[src/rtl/udp_rx_pkg.sv]
`timescale 1ns/1ps
package udp_rx_pkg;

    localparam int HDR_BYTES  = 28;
    localparam int USED_BYTES = 26;
    localparam int IP_BYTES   = 20;

    typedef struct packed {
        logic [15:0] len;
        logic [31:0] src_ip;
        logic [5:0]  dscp;
        logic [1:0]  ecn;
        logic [15:0] src_port;
        logic [15:0] dst_port;
    } udp_meta_t;

    typedef struct packed {
        logic [31:0] ip;
        logic [31:0] mask;
    } local_cfg_t;

    function automatic logic [15:0] be_word(input logic [USED_BYTES*8-1:0] h, input int idx);
        return {h[idx*8 +: 8], h[idx*8+8 +: 8]};
    endfunction

    function automatic logic ip_sum_ok(input logic [IP_BYTES*8-1:0] h);
        logic [19:0] acc;
        logic [16:0] f1;
        logic [15:0] f2;
        acc = '0;
        for (int w = 0; w < IP_BYTES/2; w++)
            acc = acc + {4'd0, h[w*16 +: 8], h[w*16+8 +: 8]};
        f1 = {1'b0, acc[15:0]} + {13'd0, acc[19:16]};
        f2 = f1[15:0] + {15'd0, f1[16]};
        return f2 == 16'hFFFF;
    endfunction

    function automatic logic dst_is_local(input logic [31:0] dst, input local_cfg_t c);
        logic unicast, bcast;
        unicast = (dst == c.ip);
        bcast   = ((dst & c.mask) == (c.ip & c.mask)) && ((dst | c.mask) == 32'hFFFF_FFFF);
        return unicast || bcast;
    endfunction

endpackage

[src/rtl/udp_hdr_check.sv]
`timescale 1ns/1ps
module udp_hdr_check
    import udp_rx_pkg::*;
(
    input  logic [USED_BYTES*8-1:0] hdr,
    input  local_cfg_t              cfg,
    output udp_meta_t               meta,
    output logic                    accept
);
    logic [31:0] dst_ip;
    logic        sum_good;
    logic        dst_good;

    always_comb begin
        dst_ip        = {be_word(hdr, 16), be_word(hdr, 18)};
        meta.src_ip   = {be_word(hdr, 12), be_word(hdr, 14)};
        meta.dscp     = hdr[15:10];
        meta.ecn      = hdr[9:8];
        meta.src_port = be_word(hdr, 20);
        meta.dst_port = be_word(hdr, 22);
        meta.len      = be_word(hdr, 24) - 16'd8;
        sum_good      = ip_sum_ok(hdr[IP_BYTES*8-1:0]);
        dst_good      = dst_is_local(dst_ip, cfg);
        accept        = sum_good && dst_good;
    end
endmodule

[src/rtl/udp_payload_align.sv]
`timescale 1ns/1ps
module udp_payload_align #(
    parameter int BEAT_BYTES = 32,
    parameter int SKIP_BYTES = 28
) (
    input  logic                    clk,
    input  logic                    rst,
    input  logic                    take,
    input  logic                    first,
    input  logic                    last,
    input  logic [BEAT_BYTES*8-1:0] data,
    input  logic [BEAT_BYTES-1:0]   keep,
    output logic                    out_valid,
    output logic [BEAT_BYTES*8-1:0] out_data,
    output logic [BEAT_BYTES-1:0]   out_keep,
    output logic                    out_last
);
    localparam int RES = BEAT_BYTES - SKIP_BYTES;
    localparam int DW  = BEAT_BYTES * 8;

    logic [RES*8-1:0]        hold_data;
    logic [RES-1:0]          hold_keep;
    logic                    tail_pend;
    logic [RES*8-1:0]        up_data;
    logic [RES-1:0]          up_keep;
    logic [SKIP_BYTES*8-1:0] lo_data;
    logic [SKIP_BYTES-1:0]   lo_keep;
    logic                    up_any;

    assign up_data = data[DW-1 -: RES*8];
    assign up_keep = keep[BEAT_BYTES-1 -: RES];
    assign lo_data = data[SKIP_BYTES*8-1:0];
    assign lo_keep = keep[SKIP_BYTES-1:0];
    assign up_any  = |up_keep;

    always_ff @(posedge clk) begin
        if (rst) begin
            out_valid <= 1'b0;
            out_last  <= 1'b0;
            out_data  <= '0;
            out_keep  <= '0;
            hold_data <= '0;
            hold_keep <= '0;
            tail_pend <= 1'b0;
        end else begin
            out_valid <= 1'b0;
            out_last  <= 1'b0;
            if (tail_pend) begin
                out_valid <= 1'b1;
                out_last  <= 1'b1;
                out_data  <= {{(SKIP_BYTES*8){1'b0}}, hold_data};
                out_keep  <= {{SKIP_BYTES{1'b0}}, hold_keep};
                tail_pend <= 1'b0;
            end
            if (take) begin
                hold_data <= up_data;
                hold_keep <= up_keep;
                tail_pend <= last && up_any;
                if (!first) begin
                    out_valid <= 1'b1;
                    out_last  <= last && !up_any;
                    out_data  <= {lo_data, hold_data};
                    out_keep  <= {lo_keep, hold_keep};
                end
            end
        end
    end
endmodule

[src/rtl/udp_ipv4_rx_parser.sv]
`timescale 1ns/1ps
module udp_ipv4_rx_parser
    import udp_rx_pkg::*;
#(
    parameter int BEAT_BYTES = 32
) (
    input  logic                    clk,
    input  logic                    rst,
    input  logic                    cfg_load,
    input  logic [31:0]             cfg_ip,
    input  logic [31:0]             cfg_mask,
    input  logic                    in_valid,
    input  logic                    in_first,
    input  logic                    in_last,
    input  logic [BEAT_BYTES*8-1:0] in_data,
    input  logic [BEAT_BYTES-1:0]   in_keep,
    output logic                    meta_valid,
    output logic [15:0]             meta_len,
    output logic [31:0]             meta_src_ip,
    output logic [5:0]              meta_dscp,
    output logic [1:0]              meta_ecn,
    output logic [15:0]             meta_src_port,
    output logic [15:0]             meta_dst_port,
    output logic                    out_valid,
    output logic [BEAT_BYTES*8-1:0] out_data,
    output logic [BEAT_BYTES-1:0]   out_keep,
    output logic                    out_last
);
    local_cfg_t cfg_q;
    logic       cfg_ok;
    logic       pkt_pass;
    udp_meta_t  meta_now;
    udp_meta_t  meta_q;
    logic       hdr_accept;
    logic       accept_now;
    logic       beat_take;

    udp_hdr_check i_hdr (
        .hdr    (in_data[USED_BYTES*8-1:0]),
        .cfg    (cfg_q),
        .meta   (meta_now),
        .accept (hdr_accept)
    );

    assign accept_now = cfg_ok && hdr_accept;
    assign beat_take  = in_valid && (in_first ? accept_now : pkt_pass);

    always_ff @(posedge clk) begin
        if (rst) begin
            cfg_q      <= '0;
            cfg_ok     <= 1'b0;
            pkt_pass   <= 1'b0;
            meta_valid <= 1'b0;
            meta_q     <= '0;
        end else begin
            if (cfg_load) begin
                cfg_q.ip   <= cfg_ip;
                cfg_q.mask <= cfg_mask;
                cfg_ok     <= 1'b1;
            end
            meta_valid <= 1'b0;
            if (in_valid && in_first) begin
                pkt_pass <= accept_now;
                if (accept_now) begin
                    meta_valid <= 1'b1;
                    meta_q     <= meta_now;
                end
            end
        end
    end

    assign meta_len      = meta_q.len;
    assign meta_src_ip   = meta_q.src_ip;
    assign meta_dscp     = meta_q.dscp;
    assign meta_ecn      = meta_q.ecn;
    assign meta_src_port = meta_q.src_port;
    assign meta_dst_port = meta_q.dst_port;

    udp_payload_align #(
        .BEAT_BYTES (BEAT_BYTES),
        .SKIP_BYTES (HDR_BYTES)
    ) i_align (
        .clk       (clk),
        .rst       (rst),
        .take      (beat_take),
        .first     (in_first),
        .last      (in_last),
        .data      (in_data),
        .keep      (in_keep),
        .out_valid (out_valid),
        .out_data  (out_data),
        .out_keep  (out_keep),
        .out_last  (out_last)
    );
endmodule

[config.mk]
export PLATFORM = sky130hd
export DESIGN_NAME = udp_ipv4_rx_parser
export DESIGN_NICKNAME = d
export VERILOG_FILES = /design/src/rtl/udp_rx_pkg.sv /design/src/rtl/udp_hdr_check.sv /design/src/rtl/udp_payload_align.sv /design/src/rtl/udp_ipv4_rx_parser.sv
export SDC_FILE = /design/constraint.sdc
export NUM_CORES = 1
export LEC_CHECK = 0
export ABC_CLOCK_PERIOD_IN_PS = 14150
export CAP_MARGIN = 30
export CORE_AREA = 5 5 285 287
export CTS_BUF_LIST = sky130_fd_sc_hd__clkbuf_4
export CTS_CLUSTER_SIZE = 30
export DETAILED_ROUTE_END_ITERATION = 16
export DIE_AREA = 0 0 290 292
export PLACE_DENSITY_LB_ADDON = 0.12
export SLEW_MARGIN = 40
export SYNTH_ARGS = -nofsm -noshare
export SYNTH_HDL_FRONTEND = slang
export SYNTH_SLANG_ARGS = --single-unit
[constraint.sdc]
create_clock -name clk -period 14.15 [get_ports clk]
set_clock_uncertainty 0.05 [all_clocks]
set_input_delay 2.83 -clock clk [delete_from_list [all_inputs] [get_ports clk]]
set_output_delay 2.83 -clock clk [all_outputs]
set_load 0.02 [all_outputs]
-- Word level (Yosys, flattened, before mapping)
Index checks and enable logic that the tools add are counted.
- bits in registers: 482
- input port bits: 358
- add/sub/neg operators: 12
- equal/unequal tests: 4
- muxes and demuxes: 13
- bitwise gates (word level): 5
- reductions and logical operators: 13
- operator list (operator ; count):
    two-way mux 256 bit ; 3
    adder 20 x 16 -> 20 bit ; 8
    two-way mux 32 bit ; 3
    bitwise AND 32 bit ; 2
    equality test 32 bit ; 2
    equality test 32 bit (second input constant) ; 1
    bitwise OR 32 bit ; 1
    adder 16 x 16 -> 17 bit ; 1
    adder 16 x 4 -> 17 bit ; 1
    adder 16 x 1 -> 16 bit ; 1
    equality test 16 bit (second input constant) ; 1
    subtractor 16 x 4 -> 16 bit (second input constant) ; 1
    logical AND 1 bit ; 7
    two-way mux 1 bit ; 7
    OR reduction 2 bit ; 2
    OR reduction 4 bit ; 1
    inverter 1 bit ; 2
    AND reduction 2 bit ; 1
    logical NOT 1 bit ; 1
    logical OR 1 bit ; 1

-- Depth between registers and ports, before layout
Gate-level depths: netlist of the first run.
- word-level depth: 18
- depth in mapped cells: 48
- mapped depth without buffers: 45

-- Cells and area by module
From an unflattened synthesis of the first run, not the netlist that was laid out.
- cells, all modules: 2161
- area total of the unflattened synthesis: 22848.2 um^2
- modules (own cells, without submodules) (module ; times used ; cells each ; area an instance (um^2) ; sequential area each (um^2)):
    udp_payload_align ; 1 ; 854 ; 10301.1 ; 6546.3
    udp_hdr_check ; 1 ; 707 ; 6274.8 ; 0.0
    udp_ipv4_rx_parser ; 1 ; 600 ; 6272.3 ; 3103.0

-- Worst setup path before layout of the first run
No wires, ideal clock.
- kind: input -> register
- start: input port in_data[8]
- end: register i_align.out_last
- setup time: 0.115 ns
- arrival time: 11.897 ns
- required time: 13.985 ns
- path slack: 2.088 ns
- cell stages on the path: 47
- path buffers: 3
- cell sequence: ha_1 > inv_1 > fa_1 > nor2b_1 > o21ai_0 > a21boi_0 > o21ai_0 > a21boi_0 > o21a_1 > nor2_1 > xnor2_1 > fa_1 > inv_1 > fa_1 > fa_1 > fa_1 > inv_1 > ha_1 > [... 11 more ...] > nand2b_1 > a21oi_1 > and2_1 > and4_1 > nor4bb_1 > ha_1 > ha_1 > xnor2_1 > nor3_1 > nand3_1 > or3_1 > nor4_2 > and4_1 > buf_4 > a21oi_4 > buf_6 > buf_8 > o21a_1
- word-level cells in the longest chain between the ends: 17
- RTL lines (what ; RTL line ; text):
    from (decl) ; udp_ipv4_rx_parser.sv:15 ; input logic [BEAT_BYTES*8-1:0] in_data,
    adder 16 x 16 -> 17 bit ; udp_rx_pkg.sv:32 ; acc = acc + {4'd0, h[w*16 +: 8], h[w*16+8 +: 8]};
    adder 20 x 16 -> 20 bit (8 in series) ; udp_rx_pkg.sv:32 ;
    adder 16 x 4 -> 17 bit ; udp_rx_pkg.sv:33 ; f1 = {1'b0, acc[15:0]} + {13'd0, acc[19:16]};
    adder 16 x 1 -> 16 bit ; udp_rx_pkg.sv:34 ; f2 = f1[15:0] + {15'd0, f1[16]};
    equality test 16 bit ; udp_rx_pkg.sv:35 ; return f2 == 16'hFFFF;
    logical AND 1 bit ; udp_hdr_check.sv:24 ; accept = sum_good && dst_good;
    logical AND 1 bit ; udp_ipv4_rx_parser.sv:45 ; assign accept_now = cfg_ok && hdr_accept;
    two-way mux 1 bit ; udp_ipv4_rx_parser.sv:46 ; assign beat_take = in_valid && (in_first ? accept_now : pkt_pass);
    logical AND 1 bit ; udp_ipv4_rx_parser.sv:46 ;
    two-way mux 1 bit ; udp_payload_align.sv:55 ; if (take) begin
    to (signal assigned) ; udp_payload_align.sv:61 ; out_last <= last && !up_any;
    to (decl) ; udp_payload_align.sv:16 ; output logic out_last
Every way passes these cells.
A chain may end at the register's enable or synchronous reset.

-- Worst setup path in the final report of the first run
- start: input port in_data[24]
- end: register pkt_pass
- word-level cells in the longest chain between the ends: 14
- RTL lines (what ; RTL line ; text):
    adder 16 x 16 -> 17 bit ; udp_rx_pkg.sv:32 ;
    adder 20 x 16 -> 20 bit (8 in series) ; udp_rx_pkg.sv:32 ;
    adder 16 x 4 -> 17 bit ; udp_rx_pkg.sv:33 ;
    adder 16 x 1 -> 16 bit ; udp_rx_pkg.sv:34 ;
    equality test 16 bit ; udp_rx_pkg.sv:35 ;
    logical AND 1 bit ; udp_hdr_check.sv:24 ;
    logical AND 1 bit ; udp_ipv4_rx_parser.sv:45 ;
    to (signal assigned) ; udp_ipv4_rx_parser.sv:63 ; pkt_pass <= accept_now;
    to (decl) ; udp_ipv4_rx_parser.sv:31 ; logic pkt_pass;
Every way passes these cells.

==> flow_summary_export.csv, run 1 <==
group,metric,value,unit
run_status,outcome,"complete, no violations",
critical_path,crit_type,"primary input to register",
placed_design,pre_cts_ws,0.369,ns
synth,async_reset_ff_frac,0,
synth,syn-cell-area,23800,sq um
route,ant_nets,0,
synth,synth_fp_nets,3216,
critical_path,cp_max_fo,11,
route,viasPerCell,4.99,
critical_path,cp.required,14.93,ns
global_routing,grt-busiest-layer,"met2",
floorplanning,io_pins,737,
global_routing,grt_overflow_total,0,
global_routing,antenna_found_initial,10,
floorplanning,fp.coreArea,78400,sq um
critical_path,arrival,13.83,ns
critical_path,max_stage_delay,0.61,ns
synth,synth_most_common_cell,"dfxtp_1",
power,powerDensity,209,nW/um^2
sta,maxSlewHeadroom,0.452,
floorplanning,rows,103,
power,ir_drop,1.10,mV
critical_path,slowest_stage,"or4b_2",
clock_tree,cts_setup_buffers,0,
global_routing,use_met1,0.299,
route,dr.pass1.iters,5,
sta,setup_ws,1.10,ns
layout,final_net_count,3925,
power,switching_power,3580,uW
critical_path,start_kind,"primary input",
layout,nFillCells,7855,
global_routing,grt_max_degree,221,
hold_path,hp-start,"i_align.out_keep[0]",
critical_path,startpoint,"in_data[24]",
sta,rsz0062_at_grt,"false",
synth,synth.top_cell.area_share,0.406,
clock_tree,cts_tree,"built",
synth,ys_warn_count,0,
global_routing,grt_pass1_wl,154000,um
global_routing,grt_usage,0.241,
power,seq_power_share,0.195,
clock_tree,hold_buffers,0,
sta,worstMarginPinSlew,0.823,ns
critical_path,cpMostUsedCell,"fa_1",
sta,tns,0,ns
layout,area_growth_syn_to_layout,42.5,%
floorplanning,initial_core_util,0.303,
clock_tree,clk_latency,0.95,ns
clock_tree,path_clk_slew,0.06,ns
sta,setup_viol,0,
synth,avgSynthCellArea,8.80,sq um
hold_path,min_path_type,"register to register",
clock_tree,cts.sinks,482,
synth,ys_top_cells_by_area,"dfxtp_1 41%, fa_1 9.5%, a21oi_1 8.3%",
route,drtIter0Drc,1611,
power,p_leak,0.0131,uW
synth,ys_seq_area_frac,0.406,
global_routing,grt_util_met2,0.399,
sta,fmax,76.6,MHz
clock_tree,ctsResizeCount,0,
global_routing,grt_pass1_vias,22700,
floorplanning,dieArea,84700,sq um
placed_design,hpwl,81900,um
synth,yosys.area.top_type,"dfxtp_1",
synth,synth.distinct_cells,69,
global_routing,met3_usage,0.0825,
power,cell_internal_pwr,3490,uW
route,route.detailed.drc,0,
synth,synthTopCellsByCount,"482 x dfxtp_1, 395 x a21oi_1, 366 x nor2_1",
sta,min_period,13.05,ns
run,cap_violations,0,
critical_path,r2r_start,"cfg_q[11]",
synth,synth_cells,2701,
clock_tree,cts-root-buf,"clkbuf_4",
sta,hold_viol,0,
clock_tree,numCtsBuffers,144,
placed_design,gp_congestion,0.904,
power,p_comb_frac,0.615,
layout,final_layout_size_suffix_gt1_frac,0.0793,
sta,report.final.slew_viol_count,0,
clock_tree,htreeDepth,4,
clock_tree,cts.path.max_buffers,3,
critical_path,setup.worst_path.end_class,"register",
floorplanning,chipWidth,290,um
route,routedWlPerCell,23.6,um
synth,ys_seq_elements,482,
sta,fin_crit_sh,0.923,
route,num_vias,22800,
synth,synth_edf_count,0,
power,power_frac_clock,0.190,
power,switching_share,0.506,
sta,fin_hold_ws,0.397,ns
route,drt-total-wl,107000,um
synth,synth_ff_type,"dfxtp_1",
floorplanning,die_y,292,um
placed_design,io_buffers,736,
[worst max-delay path: cells and delay by family]
kind / cells / cell delay, ns
fa+ha+maj: 11 / 3.87
simple gates: 13 / 3.71
compound gates: 12 / 2.23
buf+inv: 5 / 0.79
xor+xnor: 3 / 0.35
[metrics by stage]
| stage | utilization | instance area (sq um) | instances | total power, uW |
|---|---|---|---|---|
| after CTS | 0.431 | 33800 | 4553 | 7080 |
| final | 0.432 | 33900 | 4561 | 7070 |
| after floorplan | - | 23800 | 2701 | 4300 |
| after detailed placement | 0.409 | 32000 | 4312 | 5670 |
| after global routing | 0.432 | 33900 | 4560 | 7590 |
| after global placement | 0.407 | 31900 | 4308 | 5640 |
[sequential cells by signal, indices dropped and copies added, names as in the netlist, 2 cells and up]
| name | cells |
|---|---|
| cfg_q | 64 |
| i_align.hold_data | 32 |
| i_align.hold_keep | 4 |
| i_align.out_data | 256 |
| i_align.out_keep | 32 |
| meta_dscp | 6 |
| meta_dst_port | 16 |
| meta_ecn | 2 |
| meta_len | 16 |
| meta_src_ip | 32 |
| meta_src_port | 16 |
[cell families after synthesis]
family / Yosys count / share of synthesized area
compound gates: 593 / 0.137
xor+xnor: 69 / 0.0254
flops: 482 / 0.406
buf+inv: 333 / 0.0553
fa+ha+maj: 157 / 0.118
mux: 101 / 0.0425
simple gates: 966 / 0.216
[power groups by stage]
stage	registers [uW]	clock network, uW	logic [uW]
2_1_floorplan	1400	0	2900
3_3_place_gp	1410	0	4230
3_5_place_dp	1410	0	4260
4_1_cts	1380	1410	4290
5_1_grt	1380	1480	4730
6_report	1380	1350	4350
[routing by layer]
| metal | vias up | part of all wire |
|---|---|---|
| met5 | - | 0.00037 |
| met4 | 6 | 0.023 |
| met3 | 165 | 0.085 |
| met2 | 936 | 0.48 |
| met1 | 11000 | 0.42 |
| li1 | 10700 | - |
[cells in the final DEF, fill, tap and decap left out, types with 5 or more instances in the layout]
cell / count
a22oi_1: 10
inv_1: 132
nor2_1: 365
buf_12: 6
ha_1: 44
a21o_1: 6
mux2i_1: 101
nand3_1: 94
fa_1: 113
a21oi_1: 395
clkinv_1: 15
nor4_1: 19
a211oi_1: 5
o21a_1: 9
xor2_1: 46
and3_1: 6
buf_6: 10
buf_16: 5
nand2b_1: 77
xnor2_1: 23
or3_1: 5
o22ai_1: 16
dfxtp_1: 481
o21ai_0: 103
nor3b_1: 253
nand4_1: 8
nand2_1: 93
clkdlybuf4s50_1: 734
and2_1: 7
clkbuf_4: 209
buf_4: 7
nor3_1: 13
diode_2: 6
[final timing paths]
path / slack, ns / to / cells past startpoint
worst max-delay path: 1.10 / pkt_pass / 44
worst max register to register: 11.02 / pkt_pass / 9
worst min register to register: 0.40 / i_align.out_keep[0] / 2
worst min-delay path: 0.40 / i_align.out_keep[0] / 2
[area by class of cell]
cell class	count	area [sq um]	share of cell area
diodes	6	15.0	0.000443
clock buffers	209	1570	0.0463
clock inverters	32	204	0.00602
inverters	133	499	0.0147
multi-input cells	1886	12800	0.379
flip-flops and latches	482	9650	0.285
well taps	1050	1310	0.0388
repair buffers	763	7780	0.230
Power figures use the tool's default switching activity.
==> inputs of run 2 (changes only) <==
--- a/config.mk
+++ b/config.mk
@@ -5,13 +5,13 @@
 export SDC_FILE = /design/constraint.sdc
 export NUM_CORES = 1
 export LEC_CHECK = 0
-export ABC_CLOCK_PERIOD_IN_PS = 14150
+export ABC_CLOCK_PERIOD_IN_PS = 11200
 export CAP_MARGIN = 30
-export CORE_AREA = 5 5 285 287
+export CORE_AREA = 5 5 284 286
 export CTS_BUF_LIST = sky130_fd_sc_hd__clkbuf_4
 export CTS_CLUSTER_SIZE = 30
 export DETAILED_ROUTE_END_ITERATION = 16
-export DIE_AREA = 0 0 290 292
+export DIE_AREA = 0 0 289 291
 export PLACE_DENSITY_LB_ADDON = 0.12
 export SLEW_MARGIN = 40
 export SYNTH_ARGS = -nofsm -noshare
==> constraint.sdc (replaced) <==
create_clock -name clk -period 11.2 [get_ports clk]
set_clock_uncertainty 0.05 [all_clocks]
set_input_delay 2.24 -clock clk [delete_from_list [all_inputs] [get_ports clk]]
set_output_delay 2.24 -clock clk [all_outputs]
set_load 0.02 [all_outputs]
==> flow_summary_export.csv, run 2 (same netlist as run 1, synthesis figures left out) <==
group,metric,value,unit
critical_path,cpMostUsedCell,"fa_1",
placed_design,dp_cells,4462,
route,route.detailed.drc,0,
sta,worstMarginPinSlew,0.884,ns
floorplanning,io_pins,737,
power,power_frac_clock,0.165,
power,p_comb_frac,0.672,
sta,maxSlewHeadroom,0.403,
critical_path,crit_type,"primary input to register",
floorplanning,die_y,291,um
route,ant_nets,0,
hold_path,worstHoldPathCells,2,
global_routing,grt_usage,0.245,
floorplanning,fp.coreArea,78100,sq um
layout,final_layout_size_suffix_gt1_frac,0.131,
global_routing,grt_max_degree,155,
layout,final_area,35500,sq um
layout,nFillCells,7676,
placed_design,gp_congestion,0.899,
power,ir_drop,0.656,mV
clock_tree,cts.sinks,482,
global_routing,antenna_found_initial,10,
sta,min_period,11.09,ns
clock_tree,cts.path.max_buffers,3,
power,powerDensity,300,nW/um^2
layout,final_cell_mix,"726 x clkdlybuf4s50_1, 481 x dfxtp_1, 386 x a21oi_1",
floorplanning,initial_core_util,0.304,
clock_tree,numCtsBuffers,144,
sta,report.final.slew_viol_count,0,
placed_design,hpwl,82700,um
clock_tree,htreeDepth,4,
clock_tree,path_clk_slew,0.07,ns
layout,largest_register_ffs,256,
sta,fin_crit_sh,0.991,
sta,setup_viol,0,
critical_path,r2r_slack,7.93,ns
clock_tree,cts-root-buf,"clkbuf_4",
critical_path,arrival,11.91,ns
layout,area_growth_syn_to_layout,49.3,%
route,viasPerCell,4.94,
route,drt-total-wl,108000,um
run_status,outcome,"complete, no violations",
global_routing,grt_pass1_vias,23800,
hold_path,hp-start,"i_align.hold_keep[3]",
sta,fmax,90.1,MHz
hold_path,holdPathEnd,"i_align.out_keep[3]",
sta,hold_viol,0,
clock_tree,clk_latency,0.95,ns
global_routing,grt_overflow_total,0,
power,p_leak,0.0141,uW
critical_path,reg2regPathDepth,11,
critical_path,cp_max_fo,7,
floorplanning,chipWidth,289,um
critical_path,cp.required,12.02,ns
power,seq_power_share,0.163,
placed_design,io_buffers,736,
clock_tree,cts_tree,"built",
run,cap_violations,0,
layout,final_net_count,4087,
critical_path,crit-reg2reg-capture,"meta_src_port[9]",
power,switching_share,0.468,
route,routedWlPerCell,22.8,um
layout,layout_commonest_cell,"clkdlybuf4s50_1",
route,dr.pass1.iters,6,
critical_path,setup.worst_path.end_class,"register",
placed_design,dpl_cell_area,33200,sq um
layout,fin_cells,4729,
critical_path,slowest_stage,"or4b_2",
global_routing,grt_pass1_wl,154000,um
power,cell_internal_pwr,5670,uW
critical_path,r2r_start,"cfg_q[27]",
layout,reg_top3,"i_align.out_data x256, cfg_q x64",
power,switching_power,4980,uW
critical_path,max_stage_delay,0.69,ns
hold_path,min_path_type,"register to register",
layout,top_register,"i_align.out_data",
floorplanning,rows,103,
floorplanning,dieArea,84100,sq um
route,num_vias,23400,
critical_path,start_kind,"primary input",
route,drtIter0Drc,1388,
run 2: changes by cell type in the layout (fill, tap and decap cells not counted), sizes merged:
cell / before / now
clkdlybuf4s50: 734 / 726
clkinvlp: 4 / 2
clkbuf: 209 / 213
bufinv: 1 / 3
diode: 6 / 9
buf: 29 / 188
clkinv: 21 / 23
inv: 139 / 141
dlymetal6s2s: 0 / 6
run 2: area by class of cell:
type                       count  area [sq um]  area share
clock buffer                 208          1560      0.0440
tap                         1050          1310      0.0370
inverter                     133           499      0.0141
multi-input combinational   1886         13000       0.367
timing repair buffer         925          9120       0.257
antenna                        9          22.5    0.000635
sequential                   482          9650       0.272
clock inverter                36           277     0.00779
run 2: repair_timing:
action                                  in CTS  in global routing
cloned                                       1                  3
endpoints found under the setup margin      91                128
resized for setup                            8                 53
hold buffers                                 0                  0
buffers inserted                             1                  7
pin swaps                                    5                 39
run 2: critical path, delay by kind of cell:
kind	cells	cell delay, ns
simple gates	14	3.31
compound gates	6	1.27
xor+xnor	2	0.23
fa+ha+maj	10	3.66
buf+inv	7	1.17
run 2: layer usage:
layer,GRT usage,part of all wire,vias to the layer above
li1,-,-,11000
met1,0.297,0.41,11300
met2,0.397,0.47,884
met3,0.0807,0.083,201
met4,0.105,0.039,6
met5,0,0.00030,-
run 2: worst max path at each step:
stage | from | end | cells after the start
floorplan | in_data[8] | i_align.out_last | 47
global placement | in_data[8] | meta_dst_port[1] | 48
detailed placement | in_data[8] | meta_dst_port[12] | 41
CTS | in_data[24] | meta_src_ip[31] | 43
global route | in_data[10] | meta_src_port[9] | 44
finish | in_data[27] | meta_src_port[9] | 39
run 2: stage by stage:
stage / setup TNS (ns) / hold slack [ns] / total power (uW) / util / setup slack [ns]
after global routing: -10.95 / 0.398 / 11400 / 0.454 / -0.176
after floorplan: 0 / 0.382 / 5490 / - / 0.000662
final: 0 / 0.384 / 10700 / 0.454 / 0.106
after CTS: 0 / 0.376 / 10400 / 0.449 / 0.0140
after detailed placement: -133.33 / 0.395 / 8550 / 0.425 / -1.10
after global placement: -129.27 / 0.389 / 8500 / 0.424 / -1.07
run 2: power by group through the flow:
stage	Clock (uW)	Combinational [uW]	Sequential, uW
finish	1750	7160	1740
global route	1920	7780	1740
CTS	1830	6850	1740
detailed placement	0	6770	1780
global placement	0	6720	1780
floorplan	0	3720	1770
==> inputs of run 3 (changes only) <==
--- a/config.mk
+++ b/config.mk
@@ -5,7 +5,6 @@
 export SDC_FILE = /design/constraint.sdc
 export NUM_CORES = 1
 export LEC_CHECK = 0
-export ABC_CLOCK_PERIOD_IN_PS = 11200
 export CAP_MARGIN = 30
 export CORE_AREA = 5 5 284 286
 export CTS_BUF_LIST = sky130_fd_sc_hd__clkbuf_4
==> results of run 3 <==
Final layout, timing and power as in run 2 (identical DEF).
